### config.mk
export PLATFORM = sky130hd
export DESIGN_NAME = trig_term_lut
export DESIGN_NICKNAME = d
export VERILOG_FILES = /design/src/rtl/trig_term_pkg.sv /design/src/rtl/lut_slice_table.sv /design/src/rtl/slice_and_reg.sv /design/src/rtl/trig_term_lut.sv
export SDC_FILE = /design/constraint.sdc
export NUM_CORES = 1
export LEC_CHECK = 0
export ABC_CLOCK_PERIOD_IN_PS = 2640
export BUFFER_PORTS_ARGS = -buffer_cell sky130_fd_sc_hd__clkbuf_2
export CAP_MARGIN = 25
export CORE_UTILIZATION = 30
export DETAILED_ROUTE_END_ITERATION = 16
export SYNTH_ARGS = -nofsm -noshare
export SYNTH_HDL_FRONTEND = slang
export SYNTH_SLANG_ARGS = --single-unit
### constraint.sdc
create_clock -name clk -period 2.64 [get_ports clk]
set_clock_uncertainty 0.15 [all_clocks]
set_input_delay 0 -clock clk [delete_from_list [all_inputs] [get_ports clk]]
set_output_delay 0 -clock clk [all_outputs]
set_load 0.05 [all_outputs]
### src/rtl/trig_term_pkg.sv
package trig_term_pkg;
  parameter int unsigned TT_NIBBLE_W = 4;
  parameter int unsigned TT_NIBBLES  = 8;
endpackage

### src/rtl/lut_slice_table.sv
module lut_slice_table #(
  parameter int unsigned ADDR_W = 4,
  localparam int unsigned DEPTH = 1 << ADDR_W
) (
  input  logic             clk,
  input  logic             rst,
  input  logic             shift_en,
  input  logic             chain_in,
  output logic [DEPTH-1:0] tbl_q
);
  always_ff @(posedge clk) begin
    if (rst) begin
      tbl_q <= '0;
    end else if (shift_en) begin
      tbl_q <= {tbl_q[DEPTH-2:0], chain_in};
    end
  end
endmodule

### src/rtl/slice_and_reg.sv
module slice_and_reg #(
  parameter int unsigned N = 8
) (
  input  logic         clk,
  input  logic         rst,
  input  logic [N-1:0] slice_ok,
  output logic         hit
);
  always_ff @(posedge clk) begin
    if (rst) hit <= 1'b0;
    else     hit <= &slice_ok;
  end
endmodule

### src/rtl/trig_term_lut.sv
module trig_term_lut
  import trig_term_pkg::*;
#(
  parameter int unsigned NIBBLE_W = TT_NIBBLE_W,
  parameter int unsigned NIBBLES  = TT_NIBBLES,
  localparam int unsigned SAMPLE_W  = NIBBLE_W * NIBBLES,
  localparam int unsigned DEPTH     = 1 << NIBBLE_W,
  localparam int unsigned CHAIN_LEN = DEPTH * NIBBLES
) (
  input  logic                clk,
  input  logic                rst,
  input  logic                shift_en,
  input  logic                shift_in,
  input  logic [SAMPLE_W-1:0] sample,
  output logic                hit
);
  logic [CHAIN_LEN-1:0] chain_flat;
  logic [NIBBLES-1:0]   slice_ok;

  for (genvar s = 0; s < NIBBLES; s++) begin : g_nib
    logic             feed;
    logic [DEPTH-1:0] row;
    if (s == 0) begin : g_head
      assign feed = shift_in;
    end else begin : g_link
      assign feed = chain_flat[s*DEPTH-1];
    end
    lut_slice_table #(.ADDR_W(NIBBLE_W)) u_tbl (
      .clk      (clk),
      .rst      (rst),
      .shift_en (shift_en),
      .chain_in (feed),
      .tbl_q    (row)
    );
    assign chain_flat[s*DEPTH +: DEPTH] = row;
    assign slice_ok[s] = row[sample[s*NIBBLE_W +: NIBBLE_W]];
  end

  slice_and_reg #(.N(NIBBLES)) u_and (
    .clk      (clk),
    .rst      (rst),
    .slice_ok (slice_ok),
    .hit      (hit)
  );
endmodule

## Yosys cells after proc, flatten, opt, wreduce, memory -nomap -nowiden

Cells that the tools add are included.

- Magnitude comparators: 8
- Muxes and demuxes: 16
- Reduce and logical (&&, ||, !) cells: 1

Operators with widths:

| operator | number |
|---|---|
| 4-bit by 5-bit < comparator with 1-bit output, second input constant | 8 |
| 1-bit binary-select mux with 4-bit select | 8 |
| 1-bit two-way mux | 8 |
| 8-bit AND reduction | 1 |

- Register bits: 129
- Bits of input ports: 36
- Output and inout bits: 1
- Logic and storage cells: 34

## Longest topological paths before layout

Gate-level depths: netlist (run 1).

- Depth after elaboration: 3
- Depth in mapped cells: 5
- Gate-level depth less buffers: 5

## Modules after synthesis

A second synthesis (run 1) with hierarchy kept.

- Cells, all modules: 477
- Area total of the unflattened synthesis: 5773.0 um2

By module, submodules not included:

| module | times used | cells an instance | area an instance (um2) | sequential area each (um2) |
|---|---|---|---|---|
| lut_slice_table | 8 | 52 | 580.6 | 320.3 |
| trig_term_lut | 1 | 56 | 1081.0 | 0.0 |
| slice_and_reg | 1 | 5 | 47.5 | 20.0 |

## Worst setup path before layout (run 1)

Ideal clock, no wire load.

- Path kind: register to register
- Start point: reg g_nib[1].u_tbl.tbl_q[5]
- End point: reg u_and.hit
- Setup time: 0.120 ns
- Data arrival time: 1.254 ns
- Required time: 2.370 ns
- Slack: 1.115 ns
- Cell stages (with the launch flop): 5
- Path buffers: 0
- Period minus slack after synthesis: 1.525 ns
- Cells stage by stage: dfxtp_1 -> mux4_1 -> mux2_2 -> o2111ai_1 -> nor4_1

- Cells in the longest elaborated chain, start to end: 3

Ends and longest elaborated chain:

| element | RTL line | RTL |
|---|---|---|
| from (decl) | lut_slice_table.sv:9 | `output logic [DEPTH-1:0] tbl_q` |
| from (signal assigned) | lut_slice_table.sv:15 | `tbl_q <= {tbl_q[DEPTH-2:0], chain_in};` |
| 1-bit binary-select mux with 4-bit select | trig_term_lut.sv:36 | `assign slice_ok[s] = row[sample[s*NIBBLE_W +: NIBBLE_W]];` |
| 1-bit two-way mux (not written as such) | trig_term_lut.sv:36 |  |
| 8-bit AND reduction | slice_and_reg.sv:11 | `else hit <= &slice_ok;` |
| to (signal assigned) | slice_and_reg.sv:11 |  |
| to (decl) | slice_and_reg.sv:7 | `output logic hit` |

Every way passes these cells. The select of a mux whose other input is x is not followed.
A chain may end at the register's enable or synchronous reset.

## Worst setup path after layout (run 1)

- Start point: reg g_nib[0].u_tbl.tbl_q[11]
- End point: reg u_and.hit

- Cells in the longest elaborated chain, start to end: 3

Ends and longest elaborated chain:

| element | RTL line |
|---|---|
| from (decl) | lut_slice_table.sv:9 |
| from (signal assigned) | lut_slice_table.sv:15 |
| 1-bit binary-select mux with 4-bit select | trig_term_lut.sv:36 |
| 1-bit two-way mux (not written as such) | trig_term_lut.sv:36 |
| 8-bit AND reduction | slice_and_reg.sv:11 |

Every way passes these cells. The select of a mux whose other input is x is not followed.

==> results of run 1 <==
## flip-flops by register name (all words and copies together) (netlist names)
register	cells
g_nib.u_tbl.tbl_q	128
u_and.hit	1
## power by group through the flow
| stage | Clock [mW] | Combinational (mW) | Sequential (mW) |
|---|---|---|---|
| 6_report | 2.38 | 0.219 | 1.95 |
| 5_1_grt | 2.54 | 0.234 | 1.95 |
| 4_1_cts | 2.44 | 0.222 | 1.95 |
| 3_5_place_dp | 0 | 0.211 | 1.99 |
| 3_3_place_gp | 0 | 0.210 | 1.99 |
| 2_1_floorplan | 0 | 0.138 | 1.99 |
## synth_stat cells
cell type	n
nor4_1	1
o2111ai_1	1
mux2_2	1
buf_1	5
mux2i_1	149
mux4_1	20
nor3b_1	1
clkbuf_1	10
mux4_2	11
o311a_1	1
buf_2	13
nand4b_1	1
nor2_1	129
dfxtp_1	129
a21oi_1	1
a41oi_1	1
nand2_1	4
## logic make-up after synthesis
logic type | count (synthesis)
DFF | 129
muxes | 181
and+or+nand+nor | 136
AOI/OAI and AO/OA | 4
buffers and inverters | 28
## cell type report
type	instances	area, sq um
fill	1752	11310
multi-input combinational	321	2826
sequential	129	2584
clock buffer	19	452.9
timing repair buffer	54	399.1
tap	229	286.5
clock inverter	13	161.4
## critical path: stages (launching register included)
cell           delay [ns]
dfxtp_1              0.32
mux4_2               0.48
mux2i_1              0.18
mux2i_1              0.09
dlygate4sd3_1        0.56
nand2_1              0.07
dlygate4sd3_1        0.55
nor4_1               0.05
## metal layers
layer	part of all wire	GRT usage	vias up
li1	-	-	1811
met1	0.48	0.1387	1718
met2	0.46	0.1762	41
met3	0.048	0.04893	10
met4	0.010	0.03623	0
met5	0	0	-
## per-stage QoR
stage	hold WS, ns	area, sq um
2_1_floorplan	-0.002753	5534
3_3_place_gp	0.1174	5948
3_5_place_dp	0.1252	5948
4_1_cts	0.3504	6713
5_1_grt	0.3886	6710
6_report	0.3619	6710
## repair_timing
item,4_1_cts,5_1_grt
hold endpoints to repair,43,0
setup endpoints to repair,0,1
hold buffers,15,0
resized for setup,0,2
buffers inserted,0,0
## worst paths after layout
kind                                                end  cells past startpoint                startpoint  slack [ns]
worst max register to register                u_and.hit                      7  g_nib[0].u_tbl.tbl_q[11]        0.08
worst min-delay path            g_nib[7].u_tbl.tbl_q[7]                      2   g_nib[7].u_tbl.tbl_q[7]        0.36
worst min register to register  g_nib[7].u_tbl.tbl_q[7]                      2   g_nib[7].u_tbl.tbl_q[7]        0.36
worst max-delay path                          u_and.hit                      7  g_nib[0].u_tbl.tbl_q[11]        0.08
==> results, run 1 <==
- dfxtp_1 takes more of the synthesized area than any other cell.
- The area of the die is 0.01899 sq mm.
- The clock passes through at most 2 buffers.
- The fraction of synthesized area in multiplexers is 0.4113.
- The share of total power dissipated in combinational logic is 0.048.
- The peak fanout along the critical path is 3.
- The compound-gate portion of the synthesized area was 0.005878.
- The final wirelength is 9.873 mm.
- Of the total power, the clock network draws 0.523.
- The run finished with clean final reports.
- The library cells used most frequently in the layout, excluding fill and tap cells, are 149 x mux2i_1, 129 x nor2_1, 128 x dfxtp_1.
- 0 antenna diodes ended up in the layout.
- Of the total power, the share spent switching nets is 0.2123.
- The final-layout setup total negative slack is 0 ns.
- The count of synthesis-stage warnings from yosys is 0.
- Max-cap violations in this run came to 0.
- Summing internal, switching and leakage power gives 4.548 mW.
- The number of detailed-route iterations in the first pass is 4.
- The floorplan row count is between 40 and 50.
- For this run, the register share of the synthesized area comes to 0.4667.
- The die is 137.8 um wide.
- For this run, the top clock speed supported by timing is 0.3909 GHz.
- The later-pin clock latency in the skew report is 0.41 ns.
- The share of total power in sequential cells is 0.429.
- The fraction of synthesized cell area taken by the top area cell type is 0.4667.
- The number of global-route vias before repair is between 3000 and 4000.
- The synthesized-area fraction occupied by xor and xnor cells is 0.
- After clock tree synthesis, the clock-pin slew on the worst setup and hold paths is 0.06 ns.
- The cell area after synthesis is 0.005534 sq mm.
- The floorplan step defined a core boundary enclosing 0.01802 sq mm.
- The peak ir drop on the vdd network is 0.4719 mV.
- Counting tap cells, the placed design contains a total of 718 instances.
- For this block, the initial DRC count from the detailed router was about 180.
- Counting every sink on the clock net gives 129.
- The number of H-tree levels is 4.
- The time the final worst path needs with I/O delays and setup is 2.558 ns.
- After synthesis, the cell types taking the most area are dfxtp_1 47%, mux2i_1 27%, mux4_1 9.5%, nor2_1 8.7%, mux4_2 4.5%.
- The wire length of the first global-routing pass is about 16 mm.
- At the pin with the least slew margin, the transition time is 0.5457 ns.
- The number of storage elements in the synthesis netlist is approximately 130.
- The max-slew headroom at the worst pin is 0.6362.
- The post-synthesis area per instance is 11.58 sq um.
- The HPWL after detailed placement is ~6.5 mm.
- The final weighted congestion in routability-driven placement is 0.7126.
- TritonCTS built the clock tree.
- The library cell used most frequently in the layout, excluding fill and tap cells, is mux2i_1.
- The initial utilization of the core area, before any placement, comes to 0.3070.
- The die outline height is 137.8 um.
- In the routed design, unresolved DRC markers number 0.
- The static leakage power is approximately 3.0 nW.
- The worst-case setup margin in the final layout is roughly 0.08 ns.
- From synthesis to final layout, the design area changed by 21.25%.
- STA classifies the critical path startpoint as a flip-flop.
- The number of placed I/O pins is 37.
- The worst setup path is captured at a flip-flop.
- The max-slew violation count is 0.
- The count of non-filler cells in the finished layout is 765.
- The number of antenna violations at the first check in global routing is 0.
- The count of nets left with antenna violations once routing finished came out at 0.
- The number of buffers created by CTS is 17.
- The share of post-route cells with drive strength above 1 is 0.1586.
- The number of nets handed over by synthesis was 514.
- Counting every instance in the synthesized netlist gives 478.
- Setup violations remaining at the end of the flow were counted as 0.
- The maximum number of pins on one net before global-route repair is 129.
- The placement-stage worst setup slack is between 0.9 and 1 ns.
- For the worst setup path, the data arrival time is roughly 2.7 ns.
- The final global-route overflow total is 0.
- In this run the tool buffered the top-level ports with 36 buffer cells.
- The total power divided by cell area is 677.8 mW/mm^2.
- The vias after detailed routing is 3580.
- The total number of nets in the final design is 559.
- Setup repair after global routing left no endpoint under its margin.
- In the routed layout, each cell is associated on average with a via count of 4.680.
- In this run the clock root is driven by a clkbuf_16.
- The post-synthesis share of cell area spent on and, or, nand and nor gates is 0.09428.
- STA puts the critical path data required time at 2.79 ns.
- The largest family of logic cells by synthesized area is multiplexers.
- The count of endpoints failing hold in the final timing report is 0.
- Cell internal power was estimated by the tool at 3.582 mW.
- Of the total synthesized cell area, the portion taken by full adders, half adders and majority gates is 0.
- The per-cell routed wire length is 12.91 um.
- The share of the core filled with cells in the final layout is 0.3723.
- The number of distinct library cells after synthesis is 17.
- Of the available clock period, the critical path in the final layout requires 0.9690.
- Across every metal layer, demand over resource in global routing totals 0.1128.
- The startpoint-to-endpoint class of the critical path is flip-flop to flip-flop.
- The path category of the worst min-delay check is flip-flop to flip-flop.
- For this design the total switching power over the nets is roughly 0.97 mW.
Note: power is estimated with default switching activity, not from simulation.
==> inputs of run 2 (changes only) <==
--- a/config.mk
+++ b/config.mk
@@ -10,6 +10,8 @@
 export CAP_MARGIN = 25
 export CORE_UTILIZATION = 30
 export DETAILED_ROUTE_END_ITERATION = 16
+export PLACE_DENSITY_LB_ADDON = 0.2
 export SYNTH_ARGS = -nofsm -noshare
 export SYNTH_HDL_FRONTEND = slang
 export SYNTH_SLANG_ARGS = --single-unit
+export TNS_END_PERCENT = 100
==> run 2 against run 1 <==
Via count is 0.36% higher; non-clock buffer count is 3 higher; critical path type unchanged; utilization is 0.12 points higher; first-iteration DRC count is 6.1% higher; wire length is 3.8% higher; largest power group unchanged; register-to-register slack hardly changed; worst hold slack worse by 0.015 ns; clock power is 2% higher; combinational power hardly changed; largest cell class unchanged.
==> results, run 2 (synthesis gave the netlist of run 1 again) <==
- The overall die width is 137.8 um (unchanged).
- The launch instance of the worst register-to-register path was g_nib[5].u_tbl.tbl_q[9] (was g_nib[0].u_tbl.tbl_q[11]).
- The slowest library cell on the worst path is dlygate4sd3_1 (unchanged).
- The count of endpoints failing hold in the final timing report is 0 (unchanged).
- Critical path cell sequence: mux4_1 > mux2i_1 > mux2i_1 > dlygate4sd3_1 > nand2_1 > dlygate4sd3_1 > nor4_1 (was mux4_2 > mux2i_1 > mux2i_1 > dlygate4sd3_1 > nand2_1 > dlygate4sd3_1 > nor4_1).
- The number of antenna violations at the first check in global routing is 0 (unchanged).
- The share of post-route cells with drive strength above 1 was 0.1577 (was 0.1586).
- The transition at the pin with the smallest max-transition slack is 0.6677 ns (was 0.5457 ns).
- The area of the die is 0.01899 sq mm (unchanged).
- The number of cells traversed by the worst register-to-register path is 7 (unchanged).
- The maximum number of pins on one net before global-route repair is 64 (was 129).
- The die outline height is 137.8 um (unchanged).
- The wire length of the first global-routing pass is 17.15 mm (was 16.46 mm).
- The number of detailed-route iterations in the first pass is 4 (unchanged).
- The peak fanout along the critical path is 3 (unchanged).
- The per-cell via count in the routed design is 4.678 (was 4.680).
- The endpoint of the worst hold path is g_nib[7].u_tbl.tbl_q[15] (was g_nib[7].u_tbl.tbl_q[7]).
- The peak-usage layer in the global routing report is met2 (unchanged).
- The count of max-cap constraint violations was 0 (unchanged).
- The antenna diode count is 0 (unchanged).
- The number of placed I/O pins is 37 (unchanged).
- The share of the core filled with cells in the final layout is 0.3735 (was 0.3723).
- The data arrival time of the critical path was 2.72 ns (was 2.71 ns).
- The most common cell after layout, fill and taps aside is mux2i_1 (unchanged).
- The post-route fraction of the period consumed by the critical path is 0.9702 (was 0.9690).
- The remaining antenna violation count after routing was 0 (unchanged).
- The startpoint-to-endpoint class of the critical path is flip-flop to flip-flop (unchanged).
- The total number of nets in the final design is 562 (was 559).
- The number of buffers created by CTS came to 17 (unchanged).
- The area added between synthesis and finish was 21.66% (was 21.25%).
- RSZ-0062 raised after global routing: false (unchanged).
- Outcome: complete, no violations (unchanged).
- The max-slew violation count came to 0 (unchanged).
- The clock sink count was 129 (unchanged).
- The violation count after the first detailed-routing iteration came to 192 (was 181).
- The time the final worst path needs with I/O delays and setup is 2.561 ns (was 2.558 ns).
- The number of setup violations in the final report is 0 (unchanged).
- The startpoint kind of the worst setup timing path is a flip-flop (unchanged).
- The hold path depth was 2 (unchanged).
- The worst hold path startpoint is g_nib[7].u_tbl.tbl_q[15] (was g_nib[7].u_tbl.tbl_q[7]).
- The sequential cell area is 0.002582 sq mm (was 0.002584 sq mm).
- The static leakage power is 2.993 nW (was 2.968 nW).
- The overall global routing resource usage is 0.1182 (was 0.1128).
- Most used cells in the layout excluding fill and tap cells: 149 x mux2i_1, 129 x nor2_1, 129 x dfxtp_1 (was 149 x mux2i_1, 129 x nor2_1, 128 x dfxtp_1).
- The path category of the worst min-delay check is flip-flop to flip-flop (unchanged).
- The starting density of the core is 0.3070 (unchanged).
- The area of the placeable core is 0.01802 sq mm (unchanged).
- The fraction of power consumed by the clock network came to 0.528 (was 0.523).
- The largest register by flop count is g_nib.u_tbl.tbl_q (unchanged).
- The area taken by multi-input logic gates came to 0.002826 sq mm (unchanged).
- The detailed-route DRC error count was 0 (unchanged).
- The switching part of the total power is 0.2051 (was 0.2123).
- The endpoint kind of the worst setup timing path is a flip-flop (unchanged).
- Largest registers: g_nib.u_tbl.tbl_q: 128 flops, u_and.hit: 1 flops (unchanged).
- The endpoint of the most critical register-to-register path is u_and.hit (unchanged).
- The final-layout setup total negative slack was 0 ns (unchanged).
- The TritonCTS clock tree was done (unchanged).
- The clock root buffer was clkbuf_16 (unchanged).
- The vias after detailed routing is 3593 (was 3580).
- The number of global-route vias before repair is 3532 (was 3514).
- The total power divided by cell area is 682.9 mW/mm^2 (was 677.8 mW/mm^2).
- The met1 routing resource usage after global routing was 0.1522 (was 0.1387).
- The count of filler cells inserted in the layout is 1791 (was 1752).
- The HPWL after detailed placement is 6.809 mm (was 6.506 mm).
- The buffer levels on the longest clock path was 2 (unchanged).
- The final weighted congestion in routability-driven placement is 0.7049 (was 0.7126).
- The peak ir drop on the vdd network came to 0.4449 mV (was 0.4719 mV).
- The delay of the slowest cell on the worst path is 0.57 ns (was 0.56 ns).
- The global-route met2 utilization is 0.1748 (was 0.1762).
- The data required time at the worst endpoint came to 2.80 ns (was 2.79 ns).
- The later-pin clock latency in the skew report is 0.41 ns (about the same).
- The final wirelength was 10.25 mm (was 9.873 mm).
- The slack of the worst reg-to-reg path was 0.08 ns (about the same).
- The per-cell routed wire length is 13.35 um (was 12.91 um).
- The fmax is 0.3904 GHz (was 0.3909 GHz).
- The cell-internal power is 3.655 mW (was 3.582 mW).
- The met3 usage was 0.04010 (was 0.04893).
- The floorplan row count is 49 (unchanged).
- The number of port buffers was 36 (unchanged).
- The clock-pin slew on the worst setup and hold paths is 0.06 ns (about the same).
- The number of H-tree levels is 4 (unchanged).
- The number of flip-flops under the largest register name came to 128 (unchanged).
- The number of post-CTS setup repair buffers came to 0 (unchanged).
- The share of total power in sequential cells is 0.424 (was 0.429).
- The max-slew headroom at the worst pin was 0.5549 (was 0.6362).
- The switching power of the nets is 0.9431 mW (was 0.9656 mW).
- The final global-route overflow total was 0 (unchanged).
- The portion of total power attributed to combinational logic was 0.048 (about the same).
[run 2: cell types whose count changed in the layout (fill, tap and decap cells not counted), sizes merged]
cell	before	now
buf	5	7
clkbuf	53	57
clkinv	6	3
clkinvlp	4	3
dlygate4sd3	15	16
[run 2: worst max-delay path, delay by kind of cell, from the launching register on]
kind                   cells  cell delay [ns]
buffers and inverters      2             1.12
muxes                      3             0.77
DFF                        1             0.32
and+or+nand+nor            2             0.11
[run 2: how the worst max path moves through the flow]
stage / startpoint / slack (ns) / end
2_1_floorplan: g_nib[1].u_tbl.tbl_q[5] / 1.12 / u_and.hit
3_3_place_gp: g_nib[1].u_tbl.tbl_q[1] / 0.92 / u_and.hit
3_5_place_dp: g_nib[1].u_tbl.tbl_q[1] / 0.89 / u_and.hit
4_1_cts: g_nib[5].u_tbl.tbl_q[9] / 0.09 / u_and.hit
5_1_grt: g_nib[5].u_tbl.tbl_q[9] / 0.009 / u_and.hit
6_report: g_nib[5].u_tbl.tbl_q[9] / 0.08 / u_and.hit
[run 2: cell type report]
| type | instances | share of cell area |
|---|---|---|
| sequential | 129 | 0.3836 |
| clock buffer | 23 | 0.07396 |
| multi-input combinational | 321 | 0.4198 |
| tap | 229 | 0.04256 |
| timing repair buffer | 57 | 0.06114 |
| clock inverter | 9 | 0.01896 |
[run 2: routing by layer]
metal,vias to the layer above,routed length [um]
li1,1816,-
met3,16,398
met4,0,195
met1,1724,5112
met5,-,0
met2,37,4545
[run 2: repair_timing]
item,CTS,global route
gates resized for setup,0,1
hold buffers,16,0
setup endpoints to repair,0,1
endpoints found under the hold margin,73,0
[run 2: power groups by stage]
stage               clock, mW  sequential [mW]  combinational [mW]
finish                   2.43             1.95               0.221
CTS                      2.51             1.95               0.225
detailed placement          0             1.99               0.215
global placement            0             1.99               0.215
floorplan                   0             1.99               0.138
global route             2.60             1.95               0.237
[run 2: metrics by stage]
stage                     worst slack [ns]  cell area [sq um]  cells  power [mW]  hold WS (ns)
after floorplan                      1.115               5534    478       2.131     -0.002753
after global placement              0.9214               5951    720       2.207        0.1198
after detailed placement            0.8909               5951    720       2.207        0.1309
after CTS                          0.08864               6736    768       4.689        0.3195
after global routing              0.008662               6733    768       4.787        0.3550
final                              0.07856               6733    768       4.598        0.3464
